==> src/rtl/ecc10_pkg.sv <==
package ecc10_pkg;

    localparam int SYM_W_DEF  = 10;
    localparam int SYMS_DEF   = 8;
    localparam int WORD_W_DEF = 32;
    localparam int HI_LSB_DEF = 16;

    typedef enum logic [1:0] {
        UP_IDLE  = 2'd0,
        UP_EMIT  = 2'd1
    } up_state_e;

    typedef struct packed {
        logic       valid;
        logic [2:0] idx;
        logic [9:0] value;
    } sym_beat_t;

    function automatic int ceil_log2(input int n);
        int r;
        r = 0;
        while ((1 << r) < n) r++;
        return (r < 1) ? 1 : r;
    endfunction

endpackage

==> src/rtl/ecc10_packer.sv <==
module ecc10_packer
    import ecc10_pkg::*;
#(
    parameter int SYM_W  = SYM_W_DEF,
    parameter int SYMS   = SYMS_DEF,
    parameter int WORD_W = WORD_W_DEF,
    parameter int HI_LSB = HI_LSB_DEF
) (
    input  logic                      clk,
    input  logic                      rst,
    input  logic                      start,
    input  logic [SYMS/2*WORD_W-1:0]  words,
    output logic                      busy,
    output logic                      done,
    output logic [SYMS*SYM_W-1:0]     image
);
    localparam int WORDS   = SYMS / 2;
    localparam int PASSES  = 2;
    localparam int SPP     = SYMS / PASSES;
    localparam int PASS_W  = SPP * SYM_W;
    localparam int IMG_W   = SYMS * SYM_W;
    localparam int PCNT_W  = ceil_log2(PASSES);

    logic [WORDS*WORD_W-1:0] word_q;
    logic [PCNT_W-1:0]       pass_q;
    logic                    busy_q;
    logic                    done_q;
    logic [IMG_W-1:0]        image_q;

    logic [SYM_W-1:0]  sym_arr [SYMS];
    logic [PASS_W-1:0] pass_bits;

    // Each word gives up two symbols; all other bits are dropped here.
    for (genvar k = 0; k < WORDS; k++) begin : g_split
        assign sym_arr[2*k]   = word_q[k*WORD_W +: SYM_W];
        assign sym_arr[2*k+1] = word_q[k*WORD_W + HI_LSB +: SYM_W];
    end

    always_comb begin
        pass_bits = '0;
        for (int j = 0; j < SPP; j++) begin
            pass_bits[j*SYM_W +: SYM_W] = sym_arr[int'(pass_q)*SPP + j];
        end
    end

    always_ff @(posedge clk) begin
        if (rst) begin
            word_q  <= '0;
            pass_q  <= '0;
            busy_q  <= 1'b0;
            done_q  <= 1'b0;
            image_q <= '0;
        end else begin
            done_q <= 1'b0;
            if (start && !busy_q) begin
                word_q <= words;
                pass_q <= '0;
                busy_q <= 1'b1;
            end else if (busy_q) begin
                image_q[int'(pass_q)*PASS_W +: PASS_W] <= pass_bits;
                if (int'(pass_q) == PASSES - 1) begin
                    busy_q <= 1'b0;
                    done_q <= 1'b1;
                end else begin
                    pass_q <= pass_q + 1'b1;
                end
            end
        end
    end

    assign busy  = busy_q;
    assign done  = done_q;
    assign image = image_q;

    a_r4_done_after_busy: assert property (@(posedge clk) disable iff (rst)
        done_q |-> $past(busy_q));
    a_r4_done_pulse: assert property (@(posedge clk) disable iff (rst)
        done_q |=> !done_q);
    a_r4_two_passes: assert property (@(posedge clk) disable iff (rst)
        $rose(busy_q) |=> busy_q);
    a_r8_words_held: assert property (@(posedge clk) disable iff (rst)
        (busy_q && $past(busy_q)) |-> $stable(word_q));
    a_r4_image_hold: assert property (@(posedge clk) disable iff (rst)
        (!busy_q && !$past(busy_q)) |-> $stable(image_q));

endmodule

==> src/rtl/ecc10_erase_check.sv <==
module ecc10_erase_check #(
    parameter int BYTES = 10
) (
    input  logic [BYTES*8-1:0] image,
    output logic               erased
);
    logic [BYTES-1:0] byte_blank;

    for (genvar j = 0; j < BYTES; j++) begin : g_byte
        assign byte_blank[j] = &image[j*8 +: 8];
    end

    assign erased = &byte_blank;

endmodule

==> src/rtl/ecc10_unpacker.sv <==
module ecc10_unpacker
    import ecc10_pkg::*;
#(
    parameter int SYM_W = SYM_W_DEF,
    parameter int SYMS  = SYMS_DEF
) (
    input  logic                       clk,
    input  logic                       rst,
    input  logic                       start,
    input  logic [SYMS*SYM_W-1:0]      image,
    input  logic                       blank,
    output logic                       busy,
    output logic                       done,
    output logic                       erased,
    output logic                       sym_valid,
    output logic [SYM_W-1:0]           sym,
    output logic [ceil_log2(SYMS)-1:0] sym_idx
);
    localparam int IMG_W = SYMS * SYM_W;
    localparam int IDX_W = ceil_log2(SYMS);
    localparam logic [IDX_W-1:0] TOP_IDX = IDX_W'(SYMS - 1);

    up_state_e        state_q;
    logic [IDX_W-1:0] cnt_q;
    logic [IMG_W-1:0] img_q;
    logic             done_q;
    logic             erased_q;
    logic             valid_q;
    logic [SYM_W-1:0] sym_q;
    logic [IDX_W-1:0] idx_q;

    always_ff @(posedge clk) begin
        if (rst) begin
            state_q  <= UP_IDLE;
            cnt_q    <= '0;
            img_q    <= '0;
            done_q   <= 1'b0;
            erased_q <= 1'b0;
            valid_q  <= 1'b0;
            sym_q    <= '0;
            idx_q    <= '0;
        end else begin
            done_q  <= 1'b0;
            valid_q <= 1'b0;
            case (state_q)
                UP_IDLE: begin
                    if (start) begin
                        img_q    <= image;
                        erased_q <= blank;
                        if (blank) begin
                            done_q <= 1'b1;
                        end else begin
                            state_q <= UP_EMIT;
                            cnt_q   <= TOP_IDX;
                        end
                    end
                end
                UP_EMIT: begin
                    valid_q <= 1'b1;
                    sym_q   <= img_q[int'(cnt_q)*SYM_W +: SYM_W];
                    idx_q   <= cnt_q;
                    if (cnt_q == '0) begin
                        state_q <= UP_IDLE;
                        done_q  <= 1'b1;
                    end else begin
                        cnt_q <= cnt_q - 1'b1;
                    end
                end
                default: state_q <= UP_IDLE;
            endcase
        end
    end

    assign busy      = (state_q == UP_EMIT);
    assign done      = done_q;
    assign erased    = erased_q;
    assign sym_valid = valid_q;
    assign sym       = sym_q;
    assign sym_idx   = idx_q;

    a_r5_blank_silent: assert property (@(posedge clk) disable iff (rst)
        erased_q |-> !valid_q);
    a_r6_descending: assert property (@(posedge clk) disable iff (rst)
        (valid_q && $past(valid_q)) |-> (idx_q == $past(idx_q) - 1'b1));
    a_r6_first_top: assert property (@(posedge clk) disable iff (rst)
        (valid_q && !$past(valid_q)) |-> (idx_q == TOP_IDX));
    a_r7_done_last: assert property (@(posedge clk) disable iff (rst)
        (done_q && !erased_q) |-> (valid_q && idx_q == '0));
    a_r8_image_held: assert property (@(posedge clk) disable iff (rst)
        (state_q == UP_EMIT && $past(state_q) == UP_EMIT) |-> $stable(img_q));

endmodule

==> src/rtl/ecc10_spare_codec.sv <==
module ecc10_spare_codec
    import ecc10_pkg::*;
#(
    parameter int SYM_W  = SYM_W_DEF,
    parameter int SYMS   = SYMS_DEF,
    parameter int WORD_W = WORD_W_DEF,
    parameter int HI_LSB = HI_LSB_DEF
) (
    input  logic                         clk,
    input  logic                         rst,
    input  logic                         pk_start,
    input  logic [SYMS/2*WORD_W-1:0]     pk_words,
    output logic                         pk_busy,
    output logic                         pk_done,
    output logic [SYMS*SYM_W-1:0]        pk_bytes,
    input  logic                         up_start,
    input  logic [SYMS*SYM_W-1:0]        up_bytes,
    output logic                         up_busy,
    output logic                         up_done,
    output logic                         up_erased,
    output logic                         up_sym_valid,
    output logic [SYM_W-1:0]             up_sym,
    output logic [ceil_log2(SYMS)-1:0]   up_sym_idx
);
    localparam int BYTES = SYMS * SYM_W / 8;

    logic blank;

    ecc10_packer #(
        .SYM_W(SYM_W), .SYMS(SYMS), .WORD_W(WORD_W), .HI_LSB(HI_LSB)
    ) u_pack (
        .clk   (clk),
        .rst   (rst),
        .start (pk_start),
        .words (pk_words),
        .busy  (pk_busy),
        .done  (pk_done),
        .image (pk_bytes)
    );

    ecc10_erase_check #(.BYTES(BYTES)) u_blank (
        .image  (up_bytes),
        .erased (blank)
    );

    ecc10_unpacker #(.SYM_W(SYM_W), .SYMS(SYMS)) u_unpack (
        .clk       (clk),
        .rst       (rst),
        .start     (up_start),
        .image     (up_bytes),
        .blank     (blank),
        .busy      (up_busy),
        .done      (up_done),
        .erased    (up_erased),
        .sym_valid (up_sym_valid),
        .sym       (up_sym),
        .sym_idx   (up_sym_idx)
    );

endmodule

==> config.mk <==
export PLATFORM = sky130hd
export DESIGN_NAME = ecc10_spare_codec
export DESIGN_NICKNAME = d
export VERILOG_FILES = /design/src/rtl/ecc10_pkg.sv /design/src/rtl/ecc10_packer.sv /design/src/rtl/ecc10_erase_check.sv /design/src/rtl/ecc10_unpacker.sv /design/src/rtl/ecc10_spare_codec.sv
export SDC_FILE = /design/constraint.sdc
export NUM_CORES = 1
export LEC_CHECK = 0
export CORE_MARGIN = 3
export CORE_UTILIZATION = 30
export CTS_CLUSTER_DIAMETER = 60
export DETAILED_ROUTE_END_ITERATION = 8
export GPL_ROUTABILITY_DRIVEN = 0
export GPL_TIMING_DRIVEN = 0
export MAX_ROUTING_LAYER = met4
export PLACE_DENSITY = 0.67
export SETUP_SLACK_MARGIN = 0.05
export SYNTH_ARGS = -nofsm -noshare
export SYNTH_HDL_FRONTEND = slang
export SYNTH_SLANG_ARGS = --single-unit
==> constraint.sdc <==
create_clock -name clk -period 4.4 [get_ports clk]
set_input_delay 0.66 -clock clk [delete_from_list [all_inputs] [get_ports clk]]
set_output_delay 0.66 -clock clk [all_outputs]
set_load 0.01 [all_outputs]
### After elaboration in Yosys (flattened, before gate mapping)

Index checks and enable logic that the tools add are counted.
Widths: inputs -> output; s select.

* output and inout bits: 99
* flip-flop bits (word level): 306
* bits of input ports: 212
* word-level logic and storage cells: 82

* add/sub/neg operators: 6
* mux-type cells: 31
* reduce and logical (&&, ||, !) cells: 12
* multiply operators: 2
* equal/unequal tests: 5
* shift operators: 3
* order comparisons: 4
* bitwise operators: 6

Operators by type and width (count)
* $ge 32x4->1 const B: 4
* $bmux 10 s3: 4
* $not 32->32: 3
* $bwmux 80: 1
* $mux 10: 8
* $reduce_and 80->1: 1
* $shift 40x33->80 const A: 1
* $shiftx 40x33->80: 1
* $shiftx 80x32->10: 1
* $neg 32->33: 1
* $not 3->32: 1
* $mux 1: 9
* $mux 3: 3
* $add 3x2->4 const B: 2
* $mul 3x3->6 const B: 1
* $mux 2: 3
* $ne 2x2->1 const B: 3
* $pmux 3 s2: 1
* $add 3x1->4 const B: 1
* $mul 1x3->4 const B: 1
* $pmux 2 s2: 1
* $reduce_and 2->1: 2
* $reduce_and 4->1: 1
* $logic_not 3->1: 1
* other kinds (13): 14

### Longest topological paths before layout

Gate-level depths: netlist (run 1).

* word-level depth: 7
* mapped depth: 9
* mapped depth without buffers: 7

### Cells and area by module

From an unflattened synthesis (run 1), not the netlist that was laid out.

* cells, all modules: 1151
* area total of the unflattened synthesis: 11164.5 sq um

By module, submodules not included
* ecc10_packer: seq. area each 3263.1 sq um, times used 1, area an instance 6789.0 sq um, cells an instance 636
* ecc10_unpacker: seq. area each 2001.9 sq um, times used 1, area an instance 4207.8 sq um, cells an instance 488
* ecc10_erase_check: seq. area each 0.0 sq um, times used 1, area an instance 167.7 sq um, cells an instance 27

### Worst setup path after synthesis (run 1)

OpenSTA, ideal clock, no wires.

* kind: input -> register
* from: input port up_bytes[12]
* to: register u_unpack.state_q[0]
* setup time: 127 ps
* required time: 4273 ps
* path buffers: 0
* stages on the path: 4
* setup slack: 2724 ps
* arrival: 1549 ps
* cell sequence: nand4_1 or4_4 o21ai_2 o21ai_0

* cells in the longest elaborated chain, start to end: 3

RTL lines
* start: declaration: RTL line ecc10_spare_codec.sv:17 `input logic [SYMS*SYM_W-1:0] up_bytes,`
* $reduce_and 80->1: RTL line ecc10_erase_check.sv:13 `assign erased = &byte_blank;`
* $ne 2x2->1 (no line)
* $reduce_and 3->1 (no line)
* end signal: assignment: RTL line ecc10_unpacker.sv:34 `state_q <= UP_IDLE;`
* end signal: assignment: RTL line ecc10_unpacker.sv:53 `state_q <= UP_EMIT;`
* end signal: assignment: RTL line ecc10_unpacker.sv:63 `state_q <= UP_IDLE;`
* end: declaration: RTL line ecc10_unpacker.sv:23 `up_state_e state_q;`

No other way between the ends.
A chain may end at the register's enable or synchronous reset.

### Final worst setup path (run 1)

* from: register u_pack.busy_q, in the netlist u_pack.busy
* to: output port pk_busy

RTL lines
* start: declaration: RTL line ecc10_packer.sv:26 `logic busy_q;`
* start signal: assignment: RTL line ecc10_packer.sv:50 `busy_q <= 1'b0;`
* start signal: assignment: RTL line ecc10_packer.sv:58 `busy_q <= 1'b1;`
* start signal: assignment: RTL line ecc10_packer.sv:62 `busy_q <= 1'b0;`
* end: declaration: RTL line ecc10_spare_codec.sv:13 `output logic pk_busy,`

No word-level cell between the ends.

==> impl_metrics.toml, run 1 <==
[synth]
ys_async_sr_fraction_pct = 0
ys_warn_count = 0
synth_top_cell_by_area = "dfxtp_1"
synthCells = 1197
synth-adder-area-share_pct = 0.255
ys.flop_type = "dfxtp_1"
synth_xor_area_share_pct = 0.178
ys_types = 32
synth_nets = 1411
synth_top_area_share_pct = 53.6
ys_seq_area_share_pct = 53.6
synthMuxAreaShare_pct = 5.99
synth-edff-count = 0
synth_top_family_by_area = "simple AND/OR/NAND/NOR gates"
synth_compound_area_share_pct = 13.8
syn_avg_cell_area_um2 = 8.20
yosys.area_share.simple_pct = 21.6
syn-cell-area_um2 = 9820
synth_area_leaders = "dfxtp_1, nand2_1, a21oi_1, mux4_2, buf_2"
yosys_register_bits = 263

[cts]
clk_pin_slew_ps = 60
root_buffer = "clkbuf_16"
cts_tree = "done"
post_cts_resized = 0
max-clock-path-buffers = 3
cts_hold_buffers = 0
post_cts_buffers = 0
htreeDepth = 1
cts_num_sinks = 263
clkLatencyLatePin_ps = 540
cts_buffers = 29

[setup_path]
cp_top_family = "buffers and inverters"
slowest_delay_ps = 620
cpMaxStageDelayCell = "clkdlybuf4s50_1"
rr_worst_depth = 4
crit_chain = "clkdlybuf4s50_1"
worstSetupPathType = "reg -> out"
end_kind = "primary output"
cp-start-kind = "flip-flop"
required_ps = 3740
cp.depth = 1
crit_fanout = 8
crit_arrival_ps = 1590
path_buf_inv = 1

[sta]
rsz0062_at_grt = "no"
tightest_slew_ps = 702
finalClockSkew_ps = 14.6
period_needed_ps = 2250
setup_viol = 0
slew_violations = 0
post-route-period-util_pct = 51.0
hold_viol_final = 0
slew_headroom_pct = 53.0
fin_hold_ws_ps = 450
fmax_mhz = 445
setup_tns_ps = 0

[drt]
routedWlPerCell_um = 16.7
dr.pass1.iters = 5
ant_nets = 0
drc = 0
routed-via-count = 9125
viasPerCell = 4.69
drt-total-wl_um = 32400
drt-initial-drc-count = 464

[global_routing]
grt_max_degree = 15
antenna_found_initial = 2
grt_pass1_wl_um = 49500
grtUsageTotal_pct = 18.3
gr-total-overflow = 0
first_global_vias = 8954

[die]
dieArea_um2 = 34900
core_um2 = 31900
num_rows = 65
dieHeight_um = 187
ios = 311
die_x_um = 187
start_util_pct = 30.8

[placement]
hpwl_um = 25000
io_buffers = 262

[run_status]
status = "finished, final reports clean"

[power]
power_mw = 6.04
peakVddDrop_uv = 316
p_leak_nw = 5.00
cellPowerDensity_nw_per_um2 = 431

[layout]
final_cell_mix = "nand2_1, dfxtp_1, clkdlybuf4s50_1, a21oi_1, buf_2"
multi_input_area_um2 = 4100
nNetsFinal = 1704
seqCellArea_um2 = 5270
layout_commonest_cell = "nand2_1"
areaGrowthSynthToFinish_pct = 42.6
num-fill-cells = 3205
drive_gt1_share_pct = 7.42

[run]
cap_violations = 0

[worst_hold_path]
hp-class = "reg -> reg"
whs_path_depth = 2
## power breakdown
part / switching (mW) / internal, mW / total, mW / leakage [nW]
logic: 0.452 / 0.418 / 0.870 / 2.36
registers: 0.0871 / 2.52 / 2.61 / 2.15
clock network: 0.991 / 1.57 / 2.56 / 0.496
## metrics by stage
stage | utilization, % | setup slack, ps | std cells | instance area, um2
after CTS | 43.9 | 2120 | 1944 | 14000
after global routing | 43.9 | 2040 | 1946 | 14000
after detailed placement | 40.7 | 1580 | 1894 | 13000
after global placement | 40.7 | 1590 | 1894 | 13000
final | 43.9 | 2150 | 1947 | 14000
after floorplan | - | 2720 | 1197 | 9820
## worst register-to-register path: stages (launching register included)
cell      delay (ps)
dfxtp_1          370
nor2_1           580
clkbuf_1         420
nand2_1          120
a21oi_1          140
## registers in the layout, indices dropped and copies added, names as in the netlist, 3 cells and up
signal	cells
u_unpack.img_q	80
u_pack.image	80
u_pack.word_q	80
u_unpack.sym	10
u_unpack.cnt_q	3
u_unpack.sym_idx	3
## cells in the mapped netlist (all sizes together), types with 4 or more instances
library cell,number
a211oi,10
a21oi,245
buf,56
clkbuf,36
dfxtp,263
inv,5
mux2i,13
mux4,20
nand2,483
nand4,21
nor2,19
nor4,4
## cell type report
type / instances / share of cell area, %
antenna: 3 / 0.0536
buffer: 92 / 3.08
clock buffer: 36 / 5.66
clock inverter: 14 / 1.55
inverter: 5 / 0.134
multi-input combinational: 837 / 29.3
sequential: 263 / 37.6
tap: 435 / 3.89
timing repair buffer: 262 / 18.7
## path summary, 6_finish.rpt
kind | start | end | slack [ps]
hold / removal | u_pack.word_q[104]$_SDFFE_PP0P_ | u_pack.image[68]$_SDFFE_PP0P_ | 450
setup / recovery | u_pack.busy$_SDFF_PP0_ | pk_busy | 2150
setup reg to reg | u_pack.busy$_SDFF_PP0_ | u_pack.word_q[32]$_SDFFE_PP0P_ | 2700
hold reg to reg | u_pack.word_q[104]$_SDFFE_PP0P_ | u_pack.image[68]$_SDFFE_PP0P_ | 450
## layer usage
| metal | global-route usage [%] | wire length (um) | vias to the layer above |
|---|---|---|---|
| met2 | 29.5 | 15200 | 284 |
| met4 | 4.51 | 569 | 0 |
| met1 | 23.1 | 14200 | 4253 |
| li1 | - | - | 4553 |
| met3 | 4.55 | 2460 | 35 |
| met5 | - | 0 | - |
## logic make-up (layout without fill, tap and decap cells)
family                   Yosys count  in the layout
other                              0              3
flip-flops                       263            263
AND/OR/NAND/NOR                  538            538
multiplexers                      33             33
buffers and inverters             97            409
AO/OA/AOI/OAI                    262            262
adder cells (fa/ha/maj)            2              2
XOR/XNOR                           2              2
Power figures use the tool's default switching activity.
==> inputs of run 2 (changes only) <==
- clock period: 4.4 -> 2.3 ns (I/O delays scaled with it)
==> results of run 2 <==
The final DEF is identical to that of run 1. Status: finished, final reports clean.
Among the figures that moved: setup slack after placement 1580 ps -> -206 ps; setup slack after layout 2150 ps -> 369 ps; hold slack 450 ps -> 353 ps; register-to-register setup slack 2700 ps -> 600 ps; end point of the worst hold path u_pack.image[68]$_SDFFE_PP0P_ -> u_pack.word_q[68]$_SDFFE_PP0P_; total power 6.04 mW -> 11.5 mW; worst IR drop on VDD 316 uV -> 605 uV
